**config.mk**
```make
export PLATFORM = sky130hd
export DESIGN_NAME = emu_wport_ram
export DESIGN_NICKNAME = d
export VERILOG_FILES = /design/src/rtl/emw_pkg.sv /design/src/rtl/emw_edge_det.sv /design/src/rtl/emw_wr_stage.sv /design/src/rtl/emw_array.sv /design/src/rtl/emu_wport_ram.sv
export SDC_FILE = /design/constraint.sdc
export NUM_CORES = 1
export LEC_CHECK = 0
export CORE_MARGIN = 1.5
export CORE_UTILIZATION = 35
export DETAILED_ROUTE_END_ITERATION = 7
export GPL_ROUTABILITY_DRIVEN = 0
export HOLD_SLACK_MARGIN = 0.12
export SYNTH_ARGS = -nofsm -noshare
export SYNTH_HDL_FRONTEND = slang
export SYNTH_SLANG_ARGS = --single-unit
```
**constraint.sdc**
```tcl
create_clock -name clk -period 3.3 [get_ports clk]
set_input_delay 0.495 -clock clk [delete_from_list [all_inputs] [get_ports clk]]
set_output_delay 0.495 -clock clk [all_outputs]
set_load 0.005 [all_outputs]
```
**src/rtl/emw_pkg.sv**
```systemverilog
package emw_pkg;

  // Polarity code of one write port: 1 = active on 0->1, 0 = active on 1->0.
  typedef enum logic {
    POL_FALL = 1'b0,
    POL_RISE = 1'b1
  } wr_pol_e;

  // Level the previous-sample register takes in reset so that a clock
  // parked at its inactive level cannot look like an edge.
  function automatic logic idle_level(input wr_pol_e pol);
    return (pol == POL_RISE) ? 1'b1 : 1'b0;
  endfunction

  // Edge test on the pair {current sample, previous sample}.
  function automatic logic edge_seen(input logic cur, input logic prev,
                                     input wr_pol_e pol);
    logic [1:0] pair;
    pair = {cur, prev};
    return (pol == POL_RISE) ? (pair == 2'b10) : (pair == 2'b01);
  endfunction

endpackage

```
**src/rtl/emw_edge_det.sv**
```systemverilog
module emw_edge_det
  import emw_pkg::*;
#(
  parameter wr_pol_e POL = POL_RISE
) (
  input  logic clk,
  input  logic rst_n,
  input  logic smp,
  output logic edge_o
);

  logic prev_q;

  always_ff @(posedge clk or negedge rst_n) begin
    if (!rst_n) prev_q <= idle_level(POL);
    else        prev_q <= smp;
  end

  assign edge_o = edge_seen(smp, prev_q, POL);

endmodule

```
**src/rtl/emw_wr_stage.sv**
```systemverilog
module emw_wr_stage #(
  parameter int DATA_W    = 8,
  parameter int ADDR_BITS = 4
) (
  input  logic                 clk,
  input  logic [DATA_W-1:0]    en_i,
  input  logic [ADDR_BITS-1:0] addr_i,
  input  logic [DATA_W-1:0]    data_i,
  input  logic                 edge_i,
  output logic [DATA_W-1:0]    en_o,
  output logic [ADDR_BITS-1:0] addr_o,
  output logic [DATA_W-1:0]    data_o
);

  logic [DATA_W-1:0]    en_q;
  logic [ADDR_BITS-1:0] addr_q;
  logic [DATA_W-1:0]    data_q;

  // Plain staging flops: they behave like the input side of a flop on the
  // emulated clock and carry no reset of their own.
  always_ff @(posedge clk) begin
    en_q   <= en_i;
    addr_q <= addr_i;
    data_q <= data_i;
  end

  assign en_o   = edge_i ? en_q : '0;
  assign addr_o = addr_q;
  assign data_o = data_q;

endmodule

```
**src/rtl/emw_array.sv**
```systemverilog
module emw_array #(
  parameter int DATA_W    = 8,
  parameter int ADDR_BITS = 4,
  parameter int NUM_WR    = 2
) (
  input  logic                        clk,
  input  logic [NUM_WR*DATA_W-1:0]    wen,
  input  logic [NUM_WR*ADDR_BITS-1:0] waddr,
  input  logic [NUM_WR*DATA_W-1:0]    wdata,
  input  logic [ADDR_BITS-1:0]        rd_addr,
  output logic [DATA_W-1:0]           rd_data
);

  localparam int DEPTH = 1 << ADDR_BITS;

  function automatic logic [DATA_W-1:0] merge_bits(
      input logic [DATA_W-1:0] old_w,
      input logic [DATA_W-1:0] new_w,
      input logic [DATA_W-1:0] sel);
    return (old_w & ~sel) | (new_w & sel);
  endfunction

  logic [DATA_W-1:0] mem [DEPTH];
  logic [DATA_W-1:0] port_word [NUM_WR];

  // Each port's final word already folds in every lower port that hits the
  // same address this cycle, so the last assignment in port order is exact.
  always_comb begin
    for (int p = 0; p < NUM_WR; p++) begin
      logic [DATA_W-1:0] acc;
      acc = mem[waddr[p*ADDR_BITS +: ADDR_BITS]];
      for (int q = 0; q < p; q++) begin
        if (waddr[q*ADDR_BITS +: ADDR_BITS] == waddr[p*ADDR_BITS +: ADDR_BITS])
          acc = merge_bits(acc, wdata[q*DATA_W +: DATA_W], wen[q*DATA_W +: DATA_W]);
      end
      port_word[p] = merge_bits(acc, wdata[p*DATA_W +: DATA_W], wen[p*DATA_W +: DATA_W]);
    end
  end

  always_ff @(posedge clk) begin
    for (int p = 0; p < NUM_WR; p++) begin
      if (|wen[p*DATA_W +: DATA_W])
        mem[waddr[p*ADDR_BITS +: ADDR_BITS]] <= port_word[p];
    end
  end

  assign rd_data = mem[rd_addr];

endmodule

```
**src/rtl/emu_wport_ram.sv**
```systemverilog
module emu_wport_ram
  import emw_pkg::*;
#(
  parameter int                DATA_W     = 8,
  parameter int                ADDR_BITS  = 4,
  parameter int                NUM_WR     = 2,
  parameter logic [NUM_WR-1:0] WR_POL     = 2'b01,
  parameter bit                RD_CLOCKED = 1'b0
) (
  input  logic                        clk,
  input  logic                        rst_n,
  input  logic [NUM_WR-1:0]           wr_clk_s,
  input  logic [NUM_WR*DATA_W-1:0]    wr_en,
  input  logic [NUM_WR*ADDR_BITS-1:0] wr_addr,
  input  logic [NUM_WR*DATA_W-1:0]    wr_data,
  input  logic [ADDR_BITS-1:0]        rd_addr,
  output logic [DATA_W-1:0]           rd_data
);

  if (RD_CLOCKED) begin : g_bad_read_cfg
    $error("emu_wport_ram: a registered read port cannot be built on the global clock");
  end

  // Named internal events, observed by the bound checker.
  logic [NUM_WR-1:0]           edge_hit;
  logic [NUM_WR*DATA_W-1:0]    gated_en;
  logic [NUM_WR*ADDR_BITS-1:0] staged_addr;
  logic [NUM_WR*DATA_W-1:0]    staged_data;

  for (genvar p = 0; p < NUM_WR; p++) begin : g_port
    emw_edge_det #(
      .POL (WR_POL[p] ? POL_RISE : POL_FALL)
    ) u_edge (
      .clk    (clk),
      .rst_n  (rst_n),
      .smp    (wr_clk_s[p]),
      .edge_o (edge_hit[p])
    );

    emw_wr_stage #(
      .DATA_W    (DATA_W),
      .ADDR_BITS (ADDR_BITS)
    ) u_stage (
      .clk    (clk),
      .en_i   (wr_en[p*DATA_W +: DATA_W]),
      .addr_i (wr_addr[p*ADDR_BITS +: ADDR_BITS]),
      .data_i (wr_data[p*DATA_W +: DATA_W]),
      .edge_i (edge_hit[p]),
      .en_o   (gated_en[p*DATA_W +: DATA_W]),
      .addr_o (staged_addr[p*ADDR_BITS +: ADDR_BITS]),
      .data_o (staged_data[p*DATA_W +: DATA_W])
    );
  end

  emw_array #(
    .DATA_W    (DATA_W),
    .ADDR_BITS (ADDR_BITS),
    .NUM_WR    (NUM_WR)
  ) u_array (
    .clk     (clk),
    .wen     (gated_en),
    .waddr   (staged_addr),
    .wdata   (staged_data),
    .rd_addr (rd_addr),
    .rd_data (rd_data)
  );

endmodule

```
Word level (Yosys, flattened, before mapping)

Memory sizes are Yosys's and may differ from the RTL's. A register that Yosys moved wholly into a read port is not among the register bits.
Index checks and enable logic that the tools add are counted.

Add/subtract/negate cells: 0
$mul: 0
Div/mod/pow operators: 0
Order comparisons: 0
Equal/unequal tests: 3
Shift-type cells: 0
Mux-type cells: 7
Bitwise operators: 10
Reductions and logical operators: 2

Operators with widths:

| kind                                                | count |
|---|---|
| AND 8 bit                                           | 5 |
| two-way mux 8 bit                                   | 3 |
| OR 8 bit                                            | 3 |
| NOT 8 bit                                           | 2 |
| OR reduction 8 bit                                  | 2 |
| equality test 4 bit                                 | 1 |
| two-way mux 1 bit                                   | 4 |
| equality test 2 x 1 -> 1 bit, second input constant | 1 |
| equality test 2 bit, second input constant          | 1 |

Bits in registers: 42
Bits in latches: 0
Bits in writable memories: 128
Bits in read-only memories: 0
Output and inout bits: 8
Memories kept: 1

Memory list:

| memory      | depth | bits a word | rd ports | clocked after Yosys merged registers in | write ports | line            | RTL |
|---|---|---|---|---|---|---|---|
| u_array.mem | 16    | 8           | 3        | 2                                       | 2           | emw_array.sv:23 | `logic [DATA_W-1:0] mem [DEPTH];` |

Depth between registers and ports, before layout

Word-level depth: 8
Gate-level depth with buffers: 9
Mapped depth without buffers: 5

Modules after synthesis

From an unflattened synthesis, not the netlist that was laid out.

Cell total of the unflattened synthesis: 735
Area, all modules: 10,303.6 µm²

Modules (own cells, without submodules):

| module                          | times used | cells each | area each (µm²) |
|---|---|---|---|
| emw_array                       | 1          | 675        | 9,323.9 |
| emw_wr_stage                    | 2          | 28         | 450.4 |
| emw_edge_det (g_port[0].u_edge) | 1          | 2          | 40.0 |
| emw_edge_det (g_port[1].u_edge) | 1          | 2          | 38.8 |

Worst setup path after synthesis

Ideal clock, no wire load.

Kind: input to output
From: input rd_addr[0]
To: output rd_data[0]
Data arrival time: 2,008 ps
Required time: 2,805 ps
Slack: 797 ps
Cell stages on the path: 4
Cell sequence: clkbuf_1 -> buf_2 -> mux4_2 -> mux4_2

Longest elaborated chain between the ends: 1

Ends and longest elaborated chain:

| item                     | line                | RTL |
|---|---|---|
| start, declared          | emu_wport_ram.sv:16 | `input logic [ADDR_BITS-1:0] rd_addr,` |
| memory read (16 x 8 bit) | n/a                 |  |
| end, declared            | emu_wport_ram.sv:17 | `output logic [DATA_W-1:0] rd_data` |

No other way between the ends.

Worst setup path in the final report

From: input rd_addr[1]
To: output rd_data[3]

The elaborated chain is that of the path after synthesis.

==> reports/qor.yml <==
hold_ws_ns: 0.234
grt_max_degree: 33
yosys.area.top_type: "edfxtp_1"
antenna_left: 0
hold_class: "in -> async"
cp.required_ns: 2.80
skew_ns: 0.0140
antenna_found_initial: 0
drc: 0
cts_root_buffer: "clkbuf_16"
p_leak_nw: 4.69
p_switching_mw: 1.51
period_minus_slack_ns: 3.13
synth_warnings: 0
wl_mm: 33.0
htreeDepth: 4
diodes: 0
cts_tree: "yes"
place_area_um2: 11900
synth_cell_type_count: 58
drt-wirelength-per-cell_um: 25.2
start_util_pct: 35.9
slew_viol_final: 0
rsz0062_at_grt: "no"
synth_adder_area_share_pct: 0
synth-compound-area-share_pct: 16.2
final_cell_mix: "edfxtp_1 (128), nor2_1 (113), a22oi_1 (74)"
drive_above_1_share_pct: 30.3
fin_crit_sh_pct: 94.9
cp-end-kind: "primary output"
share_seq_of_total_power_pct: 45.3
path_cells: "clkdlybuf4s50_1 -> buf_12 -> mux4_2 -> mux4_2 -> clkdlybuf4s50_1"
ys_ff_latch: 170
worst-path-max-fanout: 32
grt_pass1_wl_mm: 49.5
synth_seq_area_share_pct: 43.7
cts_hold_buffers: 0
routed_via_density: 6.13
insertion_delay_ns: 0.45
path_depth: 5
port_buffers: 55
irDropWorstVdd_mv: 0.357
fp.dieW_um: 178
vias: 8043
netSwitchingFraction_pct: 27.8
syn2layout_area_growth_pct: 16.0
worst_pin_slew_ns: 0.920
setup_viol: 0
gr-usage-all-layers_pct: 21.3
core_um2: 30000
syn_area_um2: 10700
power.share.combinational_pct: 16.7
ys_async_sr_fraction_pct: 1.18
worstReg2RegStart: "g_port[0].u_stage.addr_o[0]"
status: "finished, final reports clean"
critPathArrivalTime_ns: 2.64
synth.area.mux_share_pct: 25.5
design_area_um2: 12500
crit_slowest_cell: "clkdlybuf4s50_1"
synthSimpleGateAreaFrac_pct: 9.01
synth_area_leaders: "edfxtp_1 (36%), mux4_2 (13%), dfxtp_1 (7.5%), mux2i_1 (5.6%), a22oi_1 (5.2%)"
cpPeakStageDelay_ns: 0.56
synth-xor-area-share_pct: 0.326
io_pins: 56
final_util_pct: 41.6
slew-limit-headroom_pct: 38.6
drtPass1Iterations: 5
fmax_mhz: 319
avgSynthCellArea_um2: 12.8
final_common_cell: "edfxtp_1"
finalHoldViolations: 0
path_buf_inv: 3
first_global_vias: 8121
cts_buffers: 17
num-nets-final: 957
drtIter0Drc: 790
cts-resized-gates: 0
synth_fp_nets: 888
cap_violations: 0
dieHeight_um: 178
rows: 63
synth_edf_count: 128
cp-start-kind: "primary input"
post-dp-hpwl_mm: 24.8
die_area_um2: 31700
synth_top_family_by_area: "multiplexers"
critPathKind: "in -> out"
netlist.area_leader.share_pct: 35.8
clock_sinks: 170
clkTransAtPathRegs_ns: 0.07
cts_buffer_depth: 2
postCtsSetupBuffers: 0
worstRegToRegCells: 6
intPower_mw: 3.93
clock_power_share_pct: 38.0
cp_top_family: "buffers and inverters"
powerDensity_nw_per_um2: 437
synth_flop_cell: "edfxtp_1"
crit_start: "rd_addr[1]"
timing.setup.tns_ns: 0
synth_cells: 840
grt_overflow: 0
-- final cells by class --
cell class / instances / area (um2)
Timing Repair Buffer: 130 / 1160
Multi-Input combinational cell: 583 / 5490
Clock buffer: 18 / 439
Clock inverter: 14 / 153
Tap cell: 390 / 488
Fill cell: 2769 / 17500
Sequential cell: 170 / 4700
Inverter: 7 / 26.3
-- sequential cells by signal, indices dropped and copies added (netlist names) --
signal / cells
u_array.mem: 128
g_port.u_stage.addr_o: 8
g_port.u_stage.data_o: 16
g_port.u_stage.en_q: 16
g_port.u_edge.prev_q: 2
-- worst paths after layout --
kind / end / slack, ns
max in group asynchronous: g_port[0].u_edge.prev_q / 2.85
hold / removal: g_port[1].u_edge.prev_q / 0.23
hold reg to reg: u_array.mem[14][5] / 0.89
setup reg to reg: u_array.mem[2][0] / 0.41
setup / recovery: rd_data[3] / 0.17
min in group clk: g_port[0].u_stage.en_q[6] / 0.49
-- power groups by stage --
stage,logic [mW],registers [mW],clock network [mW]
floorplan,0.678,2.47,0
global placement,0.893,2.51,0
detailed placement,0.906,2.51,0
CTS,0.911,2.46,2.09
global route,0.978,2.47,2.17
finish,0.911,2.47,2.07
-- stage by stage --
step           total power, mW  setup slack [ns]  instances
6_report                  5.45             0.167       1312
5_1_grt                   5.62             0.127       1312
4_1_cts                   5.46             0.121       1312
3_5_place_dp              3.42             0.133       1280
3_3_place_gp              3.40             0.144       1280
2_1_floorplan             3.14             0.797        840
-- layer usage --
layer  GRT usage, %  wire [um]  vias to the layer above  share of wire, %
li1               -          -                     3483                 -
met1           27.2      13900                     4095                42
met2           35.9      16000                      385                49
met3           3.58       2020                       80               6.1
met4           8.85       1080                        0               3.3
met5              0          0                        -                 0
-- worst register-to-register path: stages (launching register included) --
cell	delay, ns
dfxtp_2	0.72
buf_12	0.27
mux4_2	0.52
mux2i_1	0.26
nor2_1	0.13
o22ai_4	0.50
a22oi_1	0.19
-- cells in the mapped netlist, drive strengths merged, types with 2 or more instances --
master and n:
o22a 2, nand3b 2, nand2b 4, inv 6
or3b 2, nand3 16, edfxtp 128, and3 2
nor3 2, a31oi 6, nor2b 3, o22ai 11
o2bb2ai 6, o221ai 6, mux2 62, a2bb2oi 2
nor4 2, o21ai 24, or4 2, a222oi 6
mux2i 60, nor2 113, mux4 62, a32oi 2
nand2 35, a22oi 113, o2111ai 3, clkbuf 11
a221o 2, dfxtp 40, and3b 7, buf 69
a211oi 3, nand4 5, a22o 2, xnor2 4
nor3b 3, nand4b 4
-- kinds of logic (layout without fill, tap and decap cells) --
family / after synthesis / after routing
XOR/XNOR: 4 / 4
AND/OR/NAND/NOR: 206 / 206
buffers and inverters: 87 / 169
multiplexers: 184 / 184
AO/OA/AOI/OAI: 189 / 189
flip-flops: 170 / 170
(Power assumes the default switching activity.)
